`src/rtl/pos_tracker_pkg.sv`:
```
package pos_tracker_pkg;
  typedef enum logic {
    EDGE_FALL = 1'b0,
    EDGE_RISE = 1'b1
  } edge_pol_e;
endpackage

```
`src/rtl/vsync_edge_det.sv`:
```
module vsync_edge_det
  import pos_tracker_pkg::*;
#(
  parameter int        SYNC_STAGES = 2,
  parameter edge_pol_e VS_EDGE     = EDGE_RISE
) (
  input  logic clk_i,
  input  logic rst_ni,
  input  logic vsync_i,
  output logic edge_o
);
  logic [SYNC_STAGES-1:0] sync_q;
  logic                   last_q;
  logic                   lvl;

  always_ff @(posedge clk_i or negedge rst_ni) begin
    if (!rst_ni) begin
      sync_q <= '0;
      last_q <= 1'b0;
    end else begin
      sync_q <= {sync_q[SYNC_STAGES-2:0], vsync_i};
      last_q <= sync_q[SYNC_STAGES-1];
    end
  end

  assign lvl = sync_q[SYNC_STAGES-1];

  generate
    if (VS_EDGE == EDGE_RISE) begin : g_rise
      assign edge_o = lvl & ~last_q;
    end else begin : g_fall
      assign edge_o = ~lvl & last_q;
    end
  endgenerate
endmodule

```
`src/rtl/col_counter.sv`:
```
module col_counter #(
  parameter int H_PERIOD = 263,
  parameter int COL_W    = $clog2(H_PERIOD)
) (
  input  logic             clk_i,
  input  logic             rst_ni,
  input  logic             load_i,
  input  logic [COL_W-1:0] preload_i,
  output logic [COL_W-1:0] col_o,
  output logic             at_max_o
);
  localparam logic [COL_W-1:0] HMax = COL_W'(H_PERIOD - 1);

  logic [COL_W-1:0] col_q;
  logic [COL_W-1:0] load_val;

  assign load_val = (preload_i > HMax) ? HMax : preload_i;
  assign at_max_o = (col_q == HMax);

  always_ff @(posedge clk_i or negedge rst_ni) begin
    if (!rst_ni)       col_q <= '0;
    else if (load_i)   col_q <= load_val;
    else if (at_max_o) col_q <= '0;
    else               col_q <= col_q + COL_W'(1);
  end

  assign col_o = col_q;
endmodule

```
`src/rtl/line_counter.sv`:
```
module line_counter #(
  parameter int LINE_W = 9
) (
  input  logic              clk_i,
  input  logic              rst_ni,
  input  logic              clear_i,
  input  logic              step_i,
  output logic [LINE_W-1:0] line_o
);
  localparam logic [LINE_W-1:0] LMax = '1;

  logic [LINE_W-1:0] line_q;

  always_ff @(posedge clk_i or negedge rst_ni) begin
    if (!rst_ni)                        line_q <= '0;
    else if (clear_i)                   line_q <= '0;
    else if (step_i && line_q != LMax)  line_q <= line_q + LINE_W'(1);
  end

  assign line_o = line_q;
endmodule

```
`src/rtl/pos_tracker.sv`:
```
module pos_tracker
  import pos_tracker_pkg::*;
#(
  parameter int        H_PERIOD    = 263,
  parameter int        LINE_W      = 9,
  parameter int        SYNC_STAGES = 2,
  parameter edge_pol_e VS_EDGE     = EDGE_RISE,
  parameter int        COL_W       = $clog2(H_PERIOD)
) (
  input  logic              clk_i,
  input  logic              rst_ni,
  input  logic              vsync_i,
  input  logic [COL_W-1:0]  preload_i,
  output logic [COL_W-1:0]  col_o,
  output logic [LINE_W-1:0] line_o,
  output logic              frame_start_o,
  output logic              line_wrap_o
);
  logic vs_edge;
  logic at_max;
  logic step;
  logic fs_q;
  logic wrap_q;

  vsync_edge_det #(
    .SYNC_STAGES(SYNC_STAGES),
    .VS_EDGE    (VS_EDGE)
  ) u_edge (
    .clk_i  (clk_i),
    .rst_ni (rst_ni),
    .vsync_i(vsync_i),
    .edge_o (vs_edge)
  );

  col_counter #(
    .H_PERIOD(H_PERIOD),
    .COL_W   (COL_W)
  ) u_col (
    .clk_i    (clk_i),
    .rst_ni   (rst_ni),
    .load_i   (vs_edge),
    .preload_i(preload_i),
    .col_o    (col_o),
    .at_max_o (at_max)
  );

  // realignment outranks the wrap step
  assign step = at_max & ~vs_edge;

  line_counter #(
    .LINE_W(LINE_W)
  ) u_line (
    .clk_i  (clk_i),
    .rst_ni (rst_ni),
    .clear_i(vs_edge),
    .step_i (step),
    .line_o (line_o)
  );

  always_ff @(posedge clk_i or negedge rst_ni) begin
    if (!rst_ni) begin
      fs_q   <= 1'b0;
      wrap_q <= 1'b0;
    end else begin
      fs_q   <= vs_edge;
      wrap_q <= step;
    end
  end

  assign frame_start_o = fs_q;
  assign line_wrap_o   = wrap_q;
endmodule

```
`config.mk`:
```
export PLATFORM = sky130hd
export DESIGN_NAME = pos_tracker
export DESIGN_NICKNAME = d
export VERILOG_FILES = /design/src/rtl/pos_tracker_pkg.sv /design/src/rtl/vsync_edge_det.sv /design/src/rtl/col_counter.sv /design/src/rtl/line_counter.sv /design/src/rtl/pos_tracker.sv
export SDC_FILE = /design/constraint.sdc
export NUM_CORES = 1
export LEC_CHECK = 0
export ABC_CLOCK_PERIOD_IN_PS = 2750
export BUFFER_PORTS_ARGS = -buffer_cell sky130_fd_sc_hd__buf_2
export CAP_MARGIN = 40
export CORE_MARGIN = 2
export CORE_UTILIZATION = 51
export DETAILED_ROUTE_END_ITERATION = 8
export GPL_ROUTABILITY_DRIVEN = 0
export PLACE_DENSITY_LB_ADDON = 0.2
export REMOVE_ABC_BUFFERS = 1
export SETUP_SLACK_MARGIN = 0.3
export SYNTH_ARGS = -nofsm -noshare
export SYNTH_HDL_FRONTEND = slang
export SYNTH_HIERARCHICAL = 1
export SYNTH_SLANG_ARGS = --single-unit
```
`constraint.sdc`:
```
create_clock -name clk_i -period 2.75 [get_ports clk_i]
set_clock_uncertainty 0.15 [all_clocks]
set_input_delay 0.4125 -clock clk_i [delete_from_list [all_inputs] [get_ports clk_i]]
set_output_delay 0.4125 -clock clk_i [all_outputs]
set_load 0.05 [all_outputs]
```
**After elaboration in Yosys (flattened, before gate mapping)**

Cells that the tools add are included.

- Bitwise logic cells: 4
- Mux-type cells: 5
- Magnitude comparators: 1
- Equal/unequal tests: 2
- Add/sub/neg operators: 2
- Reduce and logical (&&, ||, !) cells: 2

Operator list:

| kind | number |
|---|---|
| two-way mux 9 bit | 5 |
| adder 9 x 1 -> 9 bit, second input constant | 2 |
| equality test 9 bit, second input constant | 1 |
| > comparator 9 bit, second input constant | 1 |
| inequality test 9 bit, second input constant | 1 |
| bitwise AND 1 bit | 2 |
| NOT 1 bit | 2 |
| nonzero test 2 bit | 1 |
| logical AND 1 bit | 1 |

- Input port bits: 12
- Flip-flop bits (word level): 23
- Output and inout port bits: 20

**Logic depth before layout (Yosys ltp)**

Gate-level depths: netlist of run 1.

- Depth in word-level cells: 7
- Gate-level depth with buffers: 9
- Mapped depth without buffers: 8

**Modules after synthesis**

The synthesis of run 1 kept the hierarchy.

Modules (own cells, without submodules):

| module | area each (um2) | times used | cells each |
|---|---|---|---|
| col_counter | 585.6 | 1 | 62 |
| line_counter | 462.9 | 1 | 46 |
| vsync_edge_det | 88.8 | 1 | 4 |
| pos_tracker | 63.8 | 1 | 3 |

**Least setup slack after synthesis of run 1**

OpenSTA, ideal clock, no wires.

- Kind: register -> register
- Start: register u_col.col_q[1] (netlist: u_col/col_o[1])
- End: register u_line.line_q[5] (netlist: u_line/line_o[5])
- Arrival: 2481 ps
- Cell stages (with the launch flop): 9
- Slack: 41 ps
- Buffers on the path: 1
- Data required time: 2522 ps
- Path through: dfrtp_1 > ha_1 > or4bb_1 > nor2_1 > nor2b_4 > nand2b_1 > buf_6 > or4_1 > a21oi_1

- Word-level cells in the longest chain between the ends: 4

RTL lines:

| item | line | RTL |
|---|---|---|
| start: declaration | col_counter.sv:14 | `logic [COL_W-1:0] col_q;` |
| start signal: assignment | col_counter.sv:22 | `else if (load_i) col_q <= load_val;` |
| start signal: assignment | col_counter.sv:24 | `else col_q <= col_q + COL_W'(1);` |
| equality test 9 bit | col_counter.sv:18 | `assign at_max_o = (col_q == HMax);` |
| via at_max | pos_tracker.sv:20 | `logic at_max;` |
| bitwise AND 1 bit | pos_tracker.sv:48 | `assign step = at_max & ~vs_edge;` |
| via step | pos_tracker.sv:21 | `logic step;` |
| logical AND 1 bit | line_counter.sv:17 | `else if (step_i && line_q != LMax) line_q <= line_q + LINE_W'(1);` |
| nonzero test 2 bit (no line) | n/a |  |
| end signal: assignment | line_counter.sv:17 |  |
| end: declaration | line_counter.sv:12 | `logic [LINE_W-1:0] line_q;` |

The timed path passes the listed nets, and every way through them passes these cells.
A chain may end at the register's enable or synchronous reset.

**Worst setup path in the final report of run 1**

- Start: register u_col.col_q[4] (netlist: u_col/col_o[4])
- End: register u_line.line_q[7] (netlist: u_line/line_o[7])

The elaborated chain is that of the path after synthesis.

==> results of run 1 <==
-- worst register-to-register path, stage by stage, from the launching register on --
cell      delay, ns
dfrtp_1        0.46
or4b_4         0.61
nor2_4         0.14
nor2b_4        0.20
nand2b_4       0.11
or4_1          0.48
a21oi_1        0.14
-- cells in the final DEF, fill, tap and decap left out, types with 5 or more instances in the layout --
cell	Yosys	final
buf_2	0	31
xor2_1	5	5
a22oi_1	6	6
o21ai_0	10	10
nand2_1	6	6
dfrtp_1	23	23
nand3_1	9	9
nor2_1	8	7
-- per-layer routing --
| metal | GRT usage, % | vias to the layer above |
|---|---|---|
| met5 | 0 | - |
| met4 | 10.3 | 0 |
| met3 | 3.14 | 2 |
| met2 | 38.5 | 29 |
| met1 | 23.2 | 525 |
| li1 | - | 503 |
-- path summary, 6_finish.rpt --
check | end | slack [ns] | startpoint | depth (start not counted)
worst min register to register | u_edge/sync_q[1] | 0.21 | u_edge/sync_q[0] | 0
worst max register to register | u_line/line_o[7] | 0.41 | u_col/col_o[4] | 6
max in group asynchronous | u_col/col_o[4] | 1.65 | rst_ni | 2
min in group asynchronous | u_line/line_o[7] | 0.44 | rst_ni | 2
worst min-delay path | u_edge/sync_q[0] | 0.07 | vsync_i | 1
worst max-delay path | u_line/line_o[7] | 0.41 | u_col/col_o[4] | 6
-- cells by family after synthesis --
logic type	synth area share, %
AOI/OAI and AO/OA	18.0
xor gates and xnor gates	3.65
adders and majority gates	4.17
buffers and inverters	2.50
DFF	47.9
muxes	1.67
and+or+nand+nor	22.1
-- flip-flops by register name (all words and copies together), names as in the netlist --
signal / count
u_col/col_o: 9
u_edge/last_q: 1
u_line/line_o: 9
line_wrap_o: 1
frame_start_o: 1
u_edge/sync_q: 2
-- layout make-up --
| cell class | count | share of cell area, % |
|---|---|---|
| multi-input cells | 86 | 42.5 |
| flip-flops and latches | 23 | 39.2 |
| repair buffers | 36 | 13.3 |
| well taps | 28 | 2.39 |
| clock buffers | 4 | 1.79 |
| inverters | 3 | 0.768 |
-- metrics by stage --
step                      power, uW  hold slack (ns)  area, um2
after CTS                      1060           0.0581       1440
after detailed placement        901            0.186       1400
after floorplan                 762          -0.0331       1180
after global placement          892            0.183       1400
after global routing           1130           0.0478       1470
final                          1060           0.0701       1470
-- repair_timing --
| action | in CTS | in global routing |
|---|---|---|
| resized for setup | 1 | 6 |
| hold buffers | 1 | 0 |
| pin swaps | 0 | 4 |
| setup endpoints to repair | 3 | 5 |
| setup buffers | 1 | 0 |
| endpoints found under the hold margin | 23 | 0 |
-- where the power goes --
part | switching (uW) | total (uW) | internal, uW
Combinational | 322 | 472 | 150
Clock | 93.2 | 150 | 56.4
Sequential | 53.1 | 440 | 386
==> impl_metrics.json, run 1 <==
{
  "fillCellCount": 192,
  "grt_overflow": 0,
  "ir_worst_vdd_v": 0.000352,
  "endpoint_kind": "flip-flop",
  "port_buffers": 31,
  "avgRoutedWirePerCell_um": 14.6,
  "cp_max_fo": 9,
  "numPlacedInstances": 174,
  "fin_cells": 180,
  "yosysTopAreaCell": "dfrtp_1",
  "grt_pass1_vias": 1028,
  "drv_cap": 0,
  "cpPeakStageDelay_ns": 0.61,
  "met3_length_um": 126,
  "cp.required_ns": 2.84,
  "seq_area_frac_synth_pct": 47.9,
  "crit_path_cell_trace": "or4b_4, nor2_4, nor2b_4, nand2b_4, or4_1, a21oi_1",
  "utilization_pct": 66.3,
  "cp.buffers_inverters": 0,
  "drive_gt1_share_pct": 31.6,
  "final_nets": 169,
  "synth_area_um2": 1200,
  "synth_top_area_share_pct": 47.9,
  "cts_tree": "built",
  "min_path_type": "primary input to flip-flop",
  "die_x_um": 52.5,
  "synth-seq-cells": 23,
  "synth.distinct_cells": 32,
  "worst_pin_slew_ns": 0.522,
  "antenna_found_initial": 0,
  "vias_per_cell": 5.88,
  "vias": 1059,
  "wl_met1_mm": 1.16,
  "rsz0062_at_grt": "true",
  "critPathArrivalTime_ns": 2.44,
  "first_iter_violations": 16,
  "numCtsBuffers": 3,
  "p_per_area_nw_per_um2": 724,
  "insertion_delay_ns": 0.30,
  "die_h_um": 52.5,
  "clkTransAtPathRegs_ns": 0.13,
  "drc": 0,
  "initial_core_util_pct": 54.3,
  "status": "finished clean",
  "yosysWarnings": 6,
  "die_area_um2": 2760,
  "grtUsageTotal_pct": 21.0,
  "layout_setup_ws_ns": 0.408,
  "h-tree-depth": 1,
  "period_needed_ns": 2.34,
  "fmax_mhz": 427,
  "critPathSlowestCell": "or4b_4",
  "synthTopCellsByCount": "dfrtp_1 (23), o21ai_0 (10), nand3_1 (9)",
  "syn2layout_area_growth_pct": 22.1,
  "syn_avg_cell_area_um2": 10.4,
  "grt_max_degree": 24,
  "worstSetupPathType": "flip-flop to flip-flop",
  "core-area_um2": 2210,
  "critPathTopFamily": "simple AND/OR/NAND/NOR gates",
  "highest_layer": "met4",
  "drtAntennaViolNets": 0,
  "tns_ns": 0,
  "multi_input_area_um2": 623,
  "synthCells": 115,
  "cp-start-kind": "flip-flop",
  "pre_cts_slack_ns": 0.239,
  "maxSlewHeadroom_pct": 65.1,
  "io_pins": 32,
  "synth_flop_cell": "dfrtp_1",
  "numClockSinks": 23,
  "wl_mm": 2.62,
  "rows": 17,
  "synthArstFlopShare_pct": 100,
  "synth_edf_count": 0,
  "dpl.hpwl_mm": 1.93,
  "finalMaxSlewViolations": 0,
  "leakagePower_uw": 0.000688,
  "clk_path_buf_depth": 2,
  "hold_violations": 0,
  "setup_viol": 0,
  "min_period_over_period_pct": 85.2,
  "post-synth-top-count-cell": "dfrtp_1",
  "first_pass_iters": 4,
  "cts-root-buf": "clkbuf_4",
  "register_area_um2": 576,
  "grt_pass1_wl_mm": 4.26,
  "synthTopCellsByArea": "dfrtp_1 (48%), ha_1 (4.2%), o21ai_0 (4.2%), nand3_1 (3.8%), a22oi_1 (3.8%)",
  "wl_met2_mm": 1.32,
  "num_antenna_cells": 0
}
Note: power is estimated with default switching activity, not from simulation.
==> run 2, diff against run 1 <==
- ABC_AREA: not set -> 1
- CORE_UTILIZATION: 51 -> 52
==> impl_metrics.json, run 2 <==
{
  "maxSlewHeadroom_pct": 66.6,
  "tns_ns": 0,
  "layout_setup_ws_ns": 0.756,
  "synthArstFlopShare_pct": 100,
  "initial_core_util_pct": 55.8,
  "cp-start-kind": "flip-flop",
  "synth.distinct_cells": 19,
  "ctsHoldBuffers": 1,
  "seq_area_frac_synth_pct": 45.7,
  "synthCells": 161,
  "post-synth-top-count-cell": "nand2_1",
  "synthTopCellsByArea": "dfrtp_1 (46%), nand2_1 (15%), inv_1 (6.0%), nand3_1 (6.0%), nor2_1 (4.2%)",
  "io_pins": 32,
  "vias_per_cell": 5.00,
  "reg2reg_depth": 11,
  "die_x_um": 53.2,
  "yosysWarnings": 6,
  "post_cts.repair.setup_buffers": 0,
  "final_cell_mix": "nand2_1 (51), buf_2 (31), dfrtp_1 (23)",
  "r2r_slack_ns": 0.76,
  "met3_usage_pct": 2.54,
  "first_pass_iters": 4,
  "h-tree-depth": 1,
  "hold_end": "u_edge/sync_q[0]",
  "yosysTopAreaCell": "dfrtp_1",
  "die_h_um": 53.2,
  "grt_pass1_wl_mm": 4.41,
  "worstSetupPathType": "flip-flop to flip-flop",
  "ir_worst_vdd_v": 0.000458,
  "numCtsBuffers": 3,
  "grt_overflow": 0,
  "drv_cap": 0,
  "hold_violations": 0,
  "synth_flop_cell": "dfrtp_1",
  "synth_area_um2": 1260,
  "vias": 1125,
  "clk_path_buf_depth": 2,
  "antenna_found_initial": 0,
  "drive_gt1_share_pct": 25.9,
  "min-delay-start": "vsync_i",
  "avgRoutedWirePerCell_um": 11.8,
  "drc": 0,
  "period_needed_ns": 1.99,
  "setup_viol": 0,
  "grt_pass1_vias": 1139,
  "critPathArrivalTime_ns": 2.05,
  "holdPathStages": 1,
  "insertion_delay_ns": 0.30,
  "fmax_mhz": 502,
  "finalMaxSlewViolations": 0,
  "num_antenna_cells": 0,
  "synth_top_area_share_pct": 45.7,
  "r2r_start": "u_col/col_o[0]",
  "drtAntennaViolNets": 0,
  "status": "finished clean",
  "syn2layout_area_growth_pct": 18.2,
  "core-area_um2": 2250,
  "wl_mm": 2.65,
  "grt.met1_usage_pct": 21.1,
  "dpl.hpwl_mm": 2.06,
  "worst_r2r_endpoint": "u_line/line_o[4]",
  "numClockSinks": 23,
  "grt_use_met2_pct": 42.0,
  "grt_max_degree": 24,
  "worst_pin_slew_ns": 0.502,
  "rows": 17,
  "min_path_type": "primary input to flip-flop",
  "clkTransAtPathRegs_ns": 0.12,
  "endpoint_kind": "flip-flop",
  "cts_tree": "built",
  "p_per_area_nw_per_um2": 642,
  "post_cts_resize_count": 0,
  "pre_cts_slack_ns": 0.805,
  "synth_edf_count": 0,
  "min_period_over_period_pct": 72.5,
  "layout_commonest_cell": "nand2_1",
  "port_buffers": 31,
  "final_nets": 214,
  "die_area_um2": 2830,
  "cts-root-buf": "clkbuf_4",
  "syn_avg_cell_area_um2": 7.82,
  "leakagePower_uw": 0.000823,
  "cp_max_fo": 5,
  "rsz0062_at_grt": "false",
  "synth-seq-cells": 23,
  "fillCellCount": 214,
  "grtUsageTotal_pct": 21.3,
  "utilization_pct": 66.0,
  "busiest_layer": "met2",
  "first_iter_violations": 25,
  "cp.required_ns": 2.80,
  "synthTopCellsByCount": "nand2_1 (51), dfrtp_1 (23), inv_1 (20)"
}
-- run 2: cell types whose count changed after synthesis, moves of 3 or more --
cell / delta
or4_1: -3
inv_2: +3
a22oi_1: -6
nand3_2: +3
inv_1: +17
nand2_1: +45
nor2_2: +6
nand3_1: +6
o31a_1: -3
o21ai_0: -8
nor2_1: +6
-- run 2: how the worst max path moves through the flow --
| stage | cells past startpoint | startpoint | end |
|---|---|---|---|
| after floorplan | 13 | u_line/line_o[0] | u_line/line_o[6] |
| after global placement | 11 | u_col/col_o[0] | u_line/line_o[4] |
| after detailed placement | 13 | u_line/line_o[0] | u_line/line_o[6] |
| after CTS | 11 | u_col/col_o[0] | u_line/line_o[4] |
| after global routing | 12 | u_col/col_o[0] | u_line/line_o[5] |
| final | 11 | u_col/col_o[0] | u_line/line_o[4] |
-- run 2: through the flow --
stage,total power (uW),std cells,area (um2),hold WS [ns]
after floorplan,713,160,1250,-0.0331
after global placement,802,220,1450,0.182
after detailed placement,808,220,1450,0.190
after CTS,963,225,1490,0.0467
after global routing,1010,225,1490,0.0454
final,956,225,1490,0.0525
-- run 2: power breakdown --
| part | switching [uW] | internal, uW | total (uW) | leakage (uW) |
|---|---|---|---|---|
| clock network | 97.4 | 56.5 | 154 | 0.0000150 |
| logic | 266 | 96.0 | 362 | 0.000508 |
| registers | 59.1 | 381 | 440 | 0.000300 |
-- run 2: kinds of logic after synthesis --
family,synth area share (%)
AO/OA/AOI/OAI,4.07
XOR/XNOR,2.78
adder cells (fa/ha/maj),3.98
buffers and inverters,7.26
flip-flops,45.7
AND/OR/NAND/NOR,36.2
-- run 2: area by class of cell --
cell class / instances / area [um2] / area share, %
tap: 28 / 35.0 / 2.35
timing repair buffer: 33 / 173 / 11.6
inverter: 23 / 86.3 / 5.80
sequential: 23 / 576 / 38.7
clock buffer: 4 / 26.3 / 1.77
multi-input combinational: 114 / 592 / 39.8
-- run 2: critical path, cell delays in order, from the launching register on --
cell	delay, ns
dfrtp_1	0.44
inv_1	0.12
ha_1	0.15
nand4_1	0.09
nor2_1	0.17
inv_1	0.07
nor2_2	0.14
nand3_2	0.12
nor2_1	0.22
nand3_1	0.10
nand2_1	0.08
nor2_1	0.05
-- run 2: routing by layer --
| metal | vias up | wire length (um) |
|---|---|---|
| met3 | 4 | 95 |
| met4 | 0 | 38 |
| met5 | - | 0 |
| met2 | 26 | 1390 |
| met1 | 521 | 1120 |
| li1 | 574 | - |
==> run 3, diff against run 2 <==
- ABC_CLOCK_PERIOD_IN_PS: 2750 -> 2000
- clock period: 2.75 -> 2 ns (I/O delays scaled with it)
==> impl_metrics.json, run 3 (synthesis gave the netlist of run 2 again) <==
{
  "status": "finished clean",
  "grt_pass1_vias": 1130,
  "port_buffers": 31,
  "antenna_found_initial": 0,
  "r2r_start": "u_line/line_o[0]",
  "fillCellCount": 200,
  "drtAntennaViolNets": 0,
  "crit_start": "u_line/line_o[0]",
  "period_needed_ns": 1.84,
  "drc": 0,
  "h-tree-depth": 1,
  "wl_mm": 2.78,
  "power.total_uw": 1360,
  "p_per_area_nw_per_um2": 840,
  "insertion_delay_ns": 0.30,
  "numClockSinks": 23,
  "avgRoutedWirePerCell_um": 11.8,
  "setup_viol": 0,
  "vias": 1177,
  "crit_path_cell_trace": "ha_2, nand3_2, nor2_4, nand2_2, nor2_2, ha_2, inv_2, nand3_4, nor2_4, nand3_2, nand2_2, inv_2, nor2_2",
  "drive_gt1_share_pct": 35.1,
  "die_x_um": 53.2,
  "final_cell_mix": "nand2_1 (48), buf_2 (31), dfrtp_1 (22)",
  "initial_core_util_pct": 55.8,
  "first_pass_iters": 4,
  "tns_ns": 0,
  "rsz0062_at_grt": "true",
  "cp.required_ns": 2.10,
  "grt_overflow": 0,
  "num_antenna_cells": 0,
  "worstSetupPathType": "flip-flop to flip-flop",
  "vias_per_cell": 4.99,
  "rows": 17,
  "min-delay-start": "preload_i[8]",
  "first_iter_violations": 10,
  "fin_cells": 236,
  "drv_cap": 0,
  "layout_commonest_cell": "nand2_1",
  "clk_path_buf_depth": 2,
  "core-area_um2": 2250,
  "cts_tree": "built",
  "io_pins": 32,
  "min_period_over_period_pct": 91.8,
  "worst_pin_slew_ns": 0.500,
  "dpl.hpwl_mm": 2.00,
  "grtUsageTotal_pct": 21.6,
  "cpPeakStageDelay_ns": 0.42,
  "numCtsBuffers": 3,
  "numPlacedInstances": 222,
  "finalMaxSlewViolations": 0,
  "final_nets": 225,
  "grt_pass1_wl_mm": 4.41,
  "cts-root-buf": "clkbuf_4",
  "pre_cts_slack_ns": 0.0883,
  "min_path_type": "primary input to flip-flop",
  "clkTransAtPathRegs_ns": 0.12,
  "fmax_mhz": 545,
  "maxSlewHeadroom_pct": 66.7,
  "critPathSlowestCell": "dfrtp_1",
  "ir_worst_vdd_v": 0.000627,
  "hold_violations": 0,
  "grt_max_degree": 24,
  "cp_max_fo": 6,
  "die_h_um": 53.2,
  "syn2layout_area_growth_pct": 28.6,
  "endpoint_kind": "flip-flop",
  "utilization_pct": 71.8,
  "cp-start-kind": "flip-flop",
  "die_area_um2": 2830,
  "critPathArrivalTime_ns": 1.94,
  "leakagePower_uw": 0.000871,
  "layout_setup_ws_ns": 0.164
}
run 3: cell count changes in the layout (fill, tap and decap cells not counted), moves of 2 or more:
| cell | change |
|---|---|
| nand2_1 | -3 |
| inv_2 | +3 |
| buf_4 | +10 |
| nor2_4 | +2 |
| inv_1 | -3 |
| ha_1 | -2 |
| nand2_2 | +2 |
| ha_2 | +2 |
| nor2_1 | -2 |
run 3: repair_timing:
item / in CTS / in global routing
buffers inserted: 5 / 3
pin swaps: 8 / 5
resized for setup: 9 / 7
endpoints found under the setup margin: 9 / 9
hold buffers: 2 / 0
endpoints found under the hold margin: 24 / 0
run 3: path summary, 6_finish.rpt:
check / endpoint / slack (ns) / depth (start not counted)
max: u_line/line_o[5] / 0.16 / 13
min: u_col/col_o[8] / 0.05 / 3
max reg2reg: u_line/line_o[5] / 0.16 / 13
min reg2reg: u_edge/sync_q[1] / 0.22 / 0
max in group asynchronous: u_col/col_o[3] / 1.01 / 2
min in group asynchronous: u_col/col_o[4] / 0.33 / 2
run 3: area by class of cell:
class                      instances  area [um2]  area share, %
inverter                          23        86.3           5.33
tap                               28        35.0           2.16
sequential                        23         577           35.6
multi-input combinational        114         637           39.3
timing repair buffer              44         258           15.9
clock buffer                       4        26.3           1.62
run 3: report_power, final:
part,switching [uW],internal (uW)
Clock,131,77.7
Sequential,69.8,526
Combinational,394,163
Total,594,766
run 3: worst max-delay path, delay by kind of cell (launching register included):
family / cells / cell delay (ns)
adder cells (fa/ha/maj): 2 / 0.37
buffers and inverters: 2 / 0.12
flip-flops: 1 / 0.42
AND/OR/NAND/NOR: 9 / 0.72
run 3: routing by layer:
| layer | track usage (%) | share of wire [%] | vias to the layer above |
|---|---|---|---|
| li1 | - | - | 597 |
| met1 | 21.9 | 42 | 556 |
| met2 | 43.4 | 54 | 22 |
| met3 | 3.67 | 4.1 | 2 |
| met4 | 6.41 | 0.36 | 0 |
| met5 | 0 | 0 | - |
run 3: through the flow:
stage | hold slack (ns) | area, um2
2_1_floorplan | -0.146 | 1250
3_3_place_gp | 0.143 | 1470
3_5_place_dp | 0.152 | 1470
4_1_cts | 0.0389 | 1580
5_1_grt | 0.0798 | 1620
6_report | 0.0499 | 1620
